==> src/rtl/rx_fifo_pkg.sv <==
package rx_fifo_pkg;
  // byte threshold for a 4-bit level code, capped at depth
  function automatic int unsigned level_of(input logic [3:0] code, input int unsigned depth);
    int unsigned lv;
    case (code)
      4'd0:    lv = 1;
      4'd1:    lv = 4;
      4'd2:    lv = 8;
      default: lv = 14;
    endcase
    return (lv > depth) ? depth : lv;
  endfunction
endpackage

==> src/rtl/rx_fifo_store.sv <==
module rx_fifo_store #(
  parameter int unsigned DATA_W = 8,
  parameter int unsigned DEPTH  = 16,
  localparam int unsigned PTR_W = $clog2(DEPTH),
  localparam int unsigned CNT_W = $clog2(DEPTH + 1)
) (
  input  logic              clk_i,
  input  logic              rst_ni,
  input  logic              clr_i,
  input  logic              wr_i,
  input  logic [DATA_W-1:0] wr_data_i,
  input  logic              rd_i,
  input  logic              ovf_clr_i,
  output logic [DATA_W-1:0] rd_data_o,
  output logic [CNT_W-1:0]  count_o,
  output logic              empty_o,
  output logic              full_o,
  output logic              ovf_o,
  output logic              push_o
);
  logic [DATA_W-1:0] mem_q [DEPTH];
  logic [PTR_W-1:0]  wptr_q, rptr_q;
  logic [CNT_W-1:0]  cnt_q;
  logic              push, pop, ovf_set;

  assign empty_o = (cnt_q == '0);
  assign full_o  = (cnt_q == CNT_W'(DEPTH));
  assign push    = wr_i && !clr_i && (!full_o || rd_i);
  assign pop     = rd_i && !clr_i && !empty_o;
  assign ovf_set = wr_i && !clr_i && full_o && !rd_i;
  assign push_o  = push;
  assign count_o = cnt_q;

  function automatic logic [PTR_W-1:0] nxt(input logic [PTR_W-1:0] p);
    return (p == PTR_W'(DEPTH - 1)) ? '0 : p + 1'b1;
  endfunction

  always_ff @(posedge clk_i) begin
    if (push) mem_q[wptr_q] <= wr_data_i;
  end

  always_ff @(posedge clk_i or negedge rst_ni) begin
    if (!rst_ni) begin
      wptr_q    <= '0;
      rptr_q    <= '0;
      cnt_q     <= '0;
      rd_data_o <= '0;
    end else if (clr_i) begin
      wptr_q <= '0;
      rptr_q <= '0;
      cnt_q  <= '0;
    end else begin
      if (push) wptr_q <= nxt(wptr_q);
      if (pop) begin
        rptr_q    <= nxt(rptr_q);
        rd_data_o <= mem_q[rptr_q];
      end
      case ({push, pop})
        2'b10:   cnt_q <= cnt_q + 1'b1;
        2'b01:   cnt_q <= cnt_q - 1'b1;
        default: cnt_q <= cnt_q;
      endcase
    end
  end

  always_ff @(posedge clk_i or negedge rst_ni) begin
    if (!rst_ni)        ovf_o <= 1'b0;
    else if (ovf_set)   ovf_o <= 1'b1;
    else if (ovf_clr_i) ovf_o <= 1'b0;
  end

  a_r1_count_bound: assert property (@(posedge clk_i) disable iff (!rst_ni)
    cnt_q <= CNT_W'(DEPTH));
  a_r1_count_step: assert property (@(posedge clk_i) disable iff (!rst_ni)
    (!$past(clr_i) && cnt_q != $past(cnt_q)) |->
      (cnt_q == $past(cnt_q) + 1'b1 || cnt_q == $past(cnt_q) - 1'b1));
  a_r2_empty_read_holds: assert property (@(posedge clk_i) disable iff (!rst_ni)
    (rd_i && empty_o) |=> $stable(rd_data_o));
  a_r4_ovf_sticky: assert property (@(posedge clk_i) disable iff (!rst_ni)
    (ovf_o && !ovf_clr_i) |=> ovf_o);
endmodule

==> src/rtl/rx_idle_timer.sv <==
module rx_idle_timer #(
  parameter int unsigned TO_W = 7
) (
  input  logic            clk_i,
  input  logic            rst_ni,
  input  logic            push_i,
  input  logic            empty_i,
  input  logic            en_i,
  input  logic            tick_i,
  input  logic [TO_W-1:0] cmp_i,
  output logic            tout_o
);
  logic [TO_W-1:0] cnt_q;

  always_ff @(posedge clk_i or negedge rst_ni) begin
    if (!rst_ni)                           cnt_q <= '0;
    else if (push_i || empty_i || !en_i)   cnt_q <= '0;
    else if (tick_i && cnt_q != cmp_i)     cnt_q <= cnt_q + 1'b1;
  end

  assign tout_o = en_i && !empty_i && (cnt_q == cmp_i);

  a_r5_count_step: assert property (@(posedge clk_i) disable iff (!rst_ni)
    (cnt_q != $past(cnt_q)) |-> (cnt_q == '0 || cnt_q == $past(cnt_q) + 1'b1));
  a_r6_off_stays_zero: assert property (@(posedge clk_i) disable iff (!rst_ni)
    (!en_i) |=> (cnt_q == '0));
endmodule

==> src/rtl/rx_rts_ctrl.sv <==
module rx_rts_ctrl #(
  parameter int unsigned CNT_W = 5
) (
  input  logic             clk_i,
  input  logic             rst_ni,
  input  logic [CNT_W-1:0] count_i,
  input  logic [CNT_W-1:0] lvl_i,
  input  logic             auto_i,
  input  logic             force_i,
  input  logic             act_hi_i,
  output logic             rts_o
);
  logic asserted;

  assign asserted = auto_i ? (count_i < lvl_i) : force_i;
  assign rts_o    = act_hi_i ? asserted : !asserted;

  a_r7_stop_at_level: assert property (@(posedge clk_i) disable iff (!rst_ni)
    (auto_i && count_i >= lvl_i) |-> (rts_o == !act_hi_i));
endmodule

==> src/rtl/rx_fifo_ctrl.sv <==
module rx_fifo_ctrl
  import rx_fifo_pkg::*;
#(
  parameter int unsigned DATA_W  = 8,
  parameter int unsigned DEPTH   = 16,
  parameter int unsigned TO_W    = 7,
  parameter int unsigned RST_CYC = 3,
  localparam int unsigned CNT_W  = $clog2(DEPTH + 1),
  localparam int unsigned RC_W   = $clog2(RST_CYC + 1)
) (
  input  logic              clk_i,
  input  logic              rst_ni,
  input  logic              rx_valid_i,
  input  logic [DATA_W-1:0] rx_data_i,
  input  logic              rd_en_i,
  output logic [DATA_W-1:0] rd_data_o,
  input  logic              bit_tick_i,
  input  logic [3:0]        trig_lvl_i,
  input  logic [3:0]        rts_lvl_i,
  input  logic [TO_W-1:0]   to_cmp_i,
  input  logic              to_en_i,
  input  logic              auto_rts_en_i,
  input  logic              rts_force_i,
  input  logic              rts_act_hi_i,
  input  logic              fifo_rst_i,
  input  logic              ovf_clr_i,
  output logic [CNT_W-1:0]  count_o,
  output logic              empty_o,
  output logic              full_o,
  output logic              rda_o,
  output logic              tout_o,
  output logic              ovf_o,
  output logic              rst_busy_o,
  output logic              rts_o
);
  logic [RC_W-1:0]  rc_q;
  logic             clr, push;
  logic [CNT_W-1:0] trig_cnt, rts_cnt;

  // self-clearing reset request: hold FIFO clear for RST_CYC cycles
  always_ff @(posedge clk_i or negedge rst_ni) begin
    if (!rst_ni)                         rc_q <= '0;
    else if (rc_q != '0)                 rc_q <= rc_q - 1'b1;
    else if (fifo_rst_i)                 rc_q <= RC_W'(RST_CYC);
  end
  assign rst_busy_o = (rc_q != '0);
  assign clr        = fifo_rst_i || rst_busy_o;

  assign trig_cnt = CNT_W'(level_of(trig_lvl_i, DEPTH));
  assign rts_cnt  = CNT_W'(level_of(rts_lvl_i, DEPTH));

  rx_fifo_store #(.DATA_W(DATA_W), .DEPTH(DEPTH)) u_store (
    .clk_i, .rst_ni,
    .clr_i     (clr),
    .wr_i      (rx_valid_i),
    .wr_data_i (rx_data_i),
    .rd_i      (rd_en_i),
    .ovf_clr_i (ovf_clr_i),
    .rd_data_o (rd_data_o),
    .count_o   (count_o),
    .empty_o   (empty_o),
    .full_o    (full_o),
    .ovf_o     (ovf_o),
    .push_o    (push)
  );

  rx_idle_timer #(.TO_W(TO_W)) u_timer (
    .clk_i, .rst_ni,
    .push_i  (push),
    .empty_i (empty_o),
    .en_i    (to_en_i),
    .tick_i  (bit_tick_i),
    .cmp_i   (to_cmp_i),
    .tout_o  (tout_o)
  );

  rx_rts_ctrl #(.CNT_W(CNT_W)) u_rts (
    .clk_i, .rst_ni,
    .count_i  (count_o),
    .lvl_i    (rts_cnt),
    .auto_i   (auto_rts_en_i),
    .force_i  (rts_force_i),
    .act_hi_i (rts_act_hi_i),
    .rts_o    (rts_o)
  );

  assign rda_o = (count_o >= trig_cnt);

  a_r9_clear_while_busy: assert property (@(posedge clk_i) disable iff (!rst_ni)
    rst_busy_o |-> (count_o == '0));
  a_r9_busy_starts: assert property (@(posedge clk_i) disable iff (!rst_ni)
    (fifo_rst_i && !rst_busy_o) |=> rst_busy_o);
  a_r9_no_ovf_in_clear: assert property (@(posedge clk_i) disable iff (!rst_ni)
    (clr && !ovf_o) |=> !ovf_o);
  a_r6_empty_no_tout: assert property (@(posedge clk_i) disable iff (!rst_ni)
    (count_o == '0) |-> !tout_o);
endmodule

==> config.mk <==
export PLATFORM = sky130hd
export DESIGN_NAME = rx_fifo_ctrl
export DESIGN_NICKNAME = d
export VERILOG_FILES = /design/src/rtl/rx_fifo_pkg.sv /design/src/rtl/rx_fifo_store.sv /design/src/rtl/rx_idle_timer.sv /design/src/rtl/rx_rts_ctrl.sv /design/src/rtl/rx_fifo_ctrl.sv
export SDC_FILE = /design/constraint.sdc
export NUM_CORES = 1
export LEC_CHECK = 0
export BUFFER_PORTS_ARGS = -buffer_cell sky130_fd_sc_hd__buf_2
export CAP_MARGIN = 40
export CORE_ASPECT_RATIO = 0.9
export CORE_MARGIN = 5
export CORE_UTILIZATION = 30
export CTS_BUF_LIST = sky130_fd_sc_hd__clkbuf_4
export CTS_CLUSTER_SIZE = 20
export DETAILED_ROUTE_END_ITERATION = 10
export GPL_TIMING_DRIVEN = 0
export HOLD_SLACK_MARGIN = 0.15
export PLACE_DENSITY_LB_ADDON = 0.08
export SYNTH_ARGS = -nofsm -noshare
export SYNTH_HDL_FRONTEND = slang
export SYNTH_SLANG_ARGS = --single-unit
==> constraint.sdc <==
create_clock -name clk_i -period 3.88 [get_ports clk_i]
set_input_delay 0.582 -clock clk_i [delete_from_list [all_inputs] [get_ports clk_i]]
set_output_delay 0.582 -clock clk_i [all_outputs]
set_load 0.01 [all_outputs]
**After elaboration in Yosys (flattened, before gate mapping)**

Memories as Yosys holds them, arrays and structs flattened. A register that Yosys moved wholly into a read port is not among the register bits.
Cells that the tools add are included.

- Register bits after elaboration: 23
- Memory bits (writable): 128
- Bits of input ports: 34
- Logic and storage cells: 82
- Memories kept: 1

- $add $sub $neg: 6
- Magnitude comparators: 4
- Eq/ne operators: 11
- Muxes and demuxes: 22
- Bitwise gates (word level): 1
- Reduce and logical (&&, ||, !) cells: 31

Memories:

| memory | words | width | rd ports | clocked after memory_dff | write ports | line | text |
|---|---|---|---|---|---|---|---|
| u_store.mem_q | 16 | 8 | 1 | 1 | 1 | rx_fifo_store.sv:21 | `logic [DATA_W-1:0] mem_q [DEPTH];` |

Operators by type and width:

| cell | count |
|---|---|
| 32-bit by 5-bit greater-than comparator with 1-bit output, second input constant | 2 |
| 4-bit two-way mux | 6 |
| 4-bit one-hot mux with 3 select lines | 2 |
| 5-bit two-way mux | 3 |
| 7-bit two-way mux | 2 |
| 2-bit nonzero test | 6 |
| 5-bit one-hot mux with 2 select lines | 1 |
| 1-bit logical AND | 9 |
| 4-bit by 1-bit adder with 4-bit output, second input constant | 2 |
| 4-bit by 1-bit equality test with 1-bit output, second input constant | 2 |
| 4-bit by 2-bit equality test with 1-bit output, second input constant | 2 |
| 4-bit equality test, second input constant | 2 |
| 4-bit logical NOT | 2 |
| 7-bit by 1-bit adder with 7-bit output, second input constant | 1 |
| 7-bit equality test | 1 |
| 1-bit logical NOT | 7 |
| 7-bit inequality test | 1 |
| 1-bit two-way mux | 6 |
| 5-bit by 1-bit adder with 5-bit output, second input constant | 1 |
| 5-bit equality test, second input constant | 1 |
| 5-bit greater-or-equal comparator | 1 |
| 5-bit logical NOT | 1 |
| 5-bit < comparator | 1 |
| 5-bit by 1-bit subtractor with 5-bit output, second input constant | 1 |
| other kinds (8) | 12 |

**Longest topological paths before layout**

- Word-level depth: 8
- Gate-level depth with buffers: 11
- Mapped depth without buffers: 11

**Cells and area by module**

From an unflattened synthesis, not the netlist that was laid out.

- Cell total of the unflattened synthesis: 444
- Area, all modules: 7274.5 µm²

Modules (own cells, without submodules):

| module | instances | cells each | area each (µm²) | sequential area each (µm²) |
|---|---|---|---|---|
| rx_fifo_store | 1 | 338 | 6361.1 | 4394.2 |
| rx_idle_timer | 1 | 53 | 500.5 | 175.2 |
| rx_fifo_ctrl | 1 | 31 | 247.7 | 50.0 |
| rx_rts_ctrl | 1 | 22 | 165.2 | 0.0 |

**Worst setup path after synthesis**

OpenSTA, ideal clock, no wires.

- Path kind: register -> register
- Start: register u_store.cnt_q[2], in the netlist u_store.count_o[2]
- End: register u_store.cnt_q[4], in the netlist u_store.count_o[4]
- Library setup time: 0.088 ns
- Arrival: 2.509 ns
- Data required time: 3.792 ns
- Path slack: 1.282 ns
- Stages on the path, launching flop included: 12
- Cell sequence: dfrtp_1 clkbuf_2 or4_4 buf_6 o211ai_4 nor2_1 xnor2_1 ha_1 nor4b_1 o211ai_1 nand3_1 nor3b_1

- Cells in the longest elaborated chain, start to end: 7

RTL lines:

| item | line | text |
|---|---|---|
| start: declaration | rx_fifo_store.sv:23 | `logic [CNT_W-1:0] cnt_q;` |
| start signal: assignment | rx_fifo_store.sv:59 | `2'b10: cnt_q <= cnt_q + 1'b1;` |
| start signal: assignment | rx_fifo_store.sv:60 | `2'b01: cnt_q <= cnt_q - 1'b1;` |
| start signal: assignment | rx_fifo_store.sv:61 | `default: cnt_q <= cnt_q;` |
| 5-bit equality test | rx_fifo_store.sv:27 | `assign full_o = (cnt_q == CNT_W'(DEPTH));` |
| 1-bit logical NOT | rx_fifo_store.sv:28 | `assign push = wr_i && !clr_i && (!full_o \|\| rd_i);` |
| 1-bit logical OR | rx_fifo_store.sv:28 |  |
| 1-bit logical AND | rx_fifo_store.sv:28 |  |
| 2-bit by 1-bit equality test with 1-bit output or 2-bit equality test (tied branches) | rx_fifo_store.sv:58 | `case ({push, pop})` |
| 5-bit one-hot mux with 2 select lines | rx_fifo_store.sv:58 |  |
| 5-bit two-way mux | rx_fifo_store.sv:48 | `end else if (clr_i) begin` |

Parallel ways exist; a longest one is shown, timed or not.
A chain may end at the register's enable or synchronous reset.

**Worst setup path after layout**

Ends and elaborated chain as after synthesis.

==> reports/qor.tcl <==
set qor(result_of_the_run) {finished clean}
set qor(ctsHtreeMaxLevel) 4
set qor(final.setup_skew_ps) 24.21
set qor(timing.rr.end) {u_store.count_o[4]$_DFFE_PN0P_}
set qor(setup-tns-final_ps) 0
set qor(series_of_cell_instances_along_the_critical_path) {clkbuf_2 > or4_4 > buf_6 > o211ai_4 > nor2_1 > xnor2_1 > ha_1 > nor4b_1 > o211ai_1 > nand3_1 > nor3b_1}
set qor(fin_util_pct) 34.83
set qor(yosysWarningCount) 0
set qor(post_synth_num_cell_types) 54
set qor(synth_async_sr_flop_share_pct) 19.50
set qor(layout_min_cycle_time_ps) 3044
set qor(cpLargestDelayFamily) {simple AND/OR/NAND/NOR gates}
set qor(cts_tree) {built}
set qor(clk_latency_ps) 550
set qor(io_pins) 54
set qor(cap_violations) 0
set qor(yosys-mux-area-fraction_pct) 13.64
set qor(multi_input_area_um2) 2277
set qor(rows) 53
set qor(drt_iter0_markers) 282
set qor(drt_drc_violations_left) 0
set qor(hold_path_endpoint) {u_timer.cnt_q[2]$_DFFE_PN0P_}
set qor(die_outline_area_um2) 26660
set qor(grt_pass1_vias) 4196
set qor(clockRootBuffer) {clkbuf_4}
set qor(layout-drive-gt1-share_pct) 25.28
set qor(synth-edff-count) 128
set qor(syn_area_per_cell_um2) 15.94
set qor(grt_use_total_pct) 13.50
set qor(yosys.area_share.simple_pct) 8.736
set qor(synth_largest_type_area_fraction_pct) 54.55
set qor(synth-seq-cells) 159
set qor(vias) 4216
set qor(grt_pass1_wl_um) 26320
set qor(hold_class) {input pin to flop}
set qor(achievable-frequency_mhz) 328.5
set qor(detailed_place.area_um2) 7757
set qor(compound_gate_portion_of_the_synthesized_area_pct) 6.286
set qor(dpl.hpwl_um) 11750
set qor(slew-limit-headroom_pct) 42.53
set qor(fraction_of_the_cycle_the_final_worst_path_needs_pct) 78.46
set qor(criticalPathCategory) {flop to flop}
set qor(cts_buffers) 17
set qor(die_y_um) 155.4
set qor(worst_ep_arrival_time_ps) 3520
set qor(totalWireLength_um) 17610
set qor(leakagePower_nw) 2.847
set qor(report.final.hold_viol_count) 0
set qor(n_fill_cell) 2250
set qor(endpoint_kind) {flop}
set qor(fin_area_um2) 8108
set qor(setup_viol_count_final) 0
set qor(clockBufferDepth) 2
set qor(holdCritStartpoint) {bit_tick_i}
set qor(post_cts_hold_buffer_count) 2
set qor(reg_to_reg_critical_path_startpoint) {u_store.count_o[2]$_DFFE_PN0P_}
set qor(synth_top_flop_cell) {edfxtp_1}
set qor(yosysMostFrequentCell) {edfxtp_1}
set qor(chipWidth_um) 171.6
set qor(main_area_contributors_after_synthesis) {edfxtp_1 (55%), dfrtp_1 (11%), mux4_2 (10%), mux2i_1 (3.4%), ha_1 (2.7%)}
set qor(crit_path_start_kind) {flop}
set qor(drv_slew) 0
set qor(post_synth_xor_area_fraction_pct) 0.9943
set qor(synthCells) 442
set qor(dominant_combinational_cell_family_by_area_after_synthesis) {multiplexers}
set qor(syn2layout_area_growth_pct) 15.06
set qor(worst_path_max_fanout) 10
set qor(post_detailed_route_via_to_cell_ratio) 5.037
set qor(num-nets-final) 570
set qor(synth-seq-area-share_pct) 65.55
set qor(synth_fp_nets) 491
set qor(rr_worst_depth) 11
set qor(finalWeightedCongestion) 0.7320
set qor(rsz_0062_raised_after_global_routing) {no}
set qor(yosys.area.top_type) {edfxtp_1}
set qor(power.density_cell_area_nw_per_um2) 418.7
set qor(drt-pass1-iter-count) 5
set qor(avgRoutedWirePerCell_um) 21.04
set qor(ff_latch_area_um2) 4619
set qor(cp_slowest_cell) {or4_4}
set qor(regToRegSetupSlack_ps) 840
set qor(tightest_slew_ps) 862.0
set qor(grt_max_degree) 25
set qor(antenna_found_initial) 1
set qor(slowest_delay_ps) 500
set qor(cts_resized) 0
set qor(clock_sink_count) 159
set qor(grt.overflow.total) 0
set qor(postCtsSetupBuffers) 0
set qor(cts.reportedPaths.clkPinSlew_ps) 160
set qor(route.antenna.remaining_nets) 0
set qor(synth_top_cells_by_count) {edfxtp_1 (128), mux4_2 (32), dfrtp_1 (31), mux2i_1 (24), nand2_1 (22)}
set qor(io_buffers) 53
set qor(cp_data_required_time_ps) 4350
set qor(floorplan.core_area_um2) 23280
set qor(initial_core_utilization_pct) 30.27
set qor(netlist_area_um2) 7047
set qor(hold_depth) 4
set qor(post_synthesis_adder_cell_area_fraction_pct) 2.663
set qor(crit_buf_inv) 2
set qor(largest_voltage_drop_on_the_vdd_net_mv) 0.1945
-- stage by stage --
step	std cells	setup WS, ps	hold slack [ps]	total power [mW]
after detailed placement	802	855.7	475.9	2.320
final	837	835.8	402.7	3.395
after global routing	837	683.3	349.6	3.552
after CTS	836	818.2	333.3	3.446
after global placement	797	875.3	454.2	2.305
after floorplan	442	1282	286.4	2.156
-- cell type report --
type	count	area share (%)
sequential	159	56.98
multi-input combinational	251	28.09
tap	302	4.660
timing repair buffer	60	4.352
clock inverter	15	2.469
clock buffer	17	1.574
buffer	20	1.296
inverter	12	0.5556
antenna	1	0.03086
-- worst register-to-register path: cells and delay by family (launching register included) --
kind	cells	cell delay (ps)
simple gates	5	1180
buf+inv	2	370
fa+ha+maj	1	260
flops	1	460
xor+xnor	1	150
compound gates	2	570
-- flip-flops by register name, summed over array words and instances (netlist names) --
register           flops
u_store.mem_q        128
u_store.count_o        5
u_store.wptr_q         4
u_store.rd_data_o      8
rc_q                   2
u_timer.cnt_q          7
u_store.ovf_o          1
u_store.rptr_q         4
-- report_power, final --
group | internal, mW | switching (mW) | total [mW]
combinational | 0.135 | 0.213 | 0.348
clock | 0.470 | 0.650 | 1.12
sequential | 1.90 | 0.0309 | 1.93
total | 2.50 | 0.894 | 3.39
-- layer usage --
metal	wire length (µm)	global-route usage, %	up-vias
li1	-	-	1929
met1	9098	20.76	2210
met2	7751	19.42	68
met3	635	3.404	9
met4	125	2.490	0
met5	0	0	-
-- logic make-up after synthesis --
family / Yosys count
buffers and inverters: 32
and+or+nand+nor: 110
DFF: 159
xor gates and xnor gates: 8
adders and majority gates: 15
AOI/OAI and AO/OA: 62
muxes: 56
-- worst max-delay path by stage --
stage	slack, ps	depth (start not counted)	startpoint	to
after floorplan	1280	11	u_store.count_o[2]$_DFFE_PN0P_	u_store.count_o[4]$_DFFE_PN0P_
after global placement	880	10	u_store.count_o[1]$_DFFE_PN0P_	u_store.count_o[4]$_DFFE_PN0P_
final	840	11	u_store.count_o[2]$_DFFE_PN0P_	u_store.count_o[4]$_DFFE_PN0P_
after CTS	820	6	u_store.count_o[4]$_DFFE_PN0P_	rts_o
after global routing	680	11	u_store.count_o[2]$_DFFE_PN0P_	u_store.count_o[4]$_DFFE_PN0P_
after detailed placement	860	10	u_store.count_o[1]$_DFFE_PN0P_	u_store.count_o[4]$_DFFE_PN0P_
-- cells in the final DEF (no fill, tap or decap), types with 9 or more instances in the layout --
master / netlist / final
ha_1: 15 / 15
clkbuf_1: 10 / 10
dfrtp_1: 31 / 31
mux2i_1: 24 / 24
nand3_1: 17 / 17
mux4_2: 32 / 32
and2_1: 12 / 12
inv_1: 12 / 12
a21oi_1: 19 / 19
edfxtp_1: 128 / 128
nor3_1: 9 / 9
nand2_1: 22 / 22
clkbuf_4: 0 / 17
nor2_1: 11 / 11
buf_2: 5 / 58
Power figures use the tool's default switching activity.
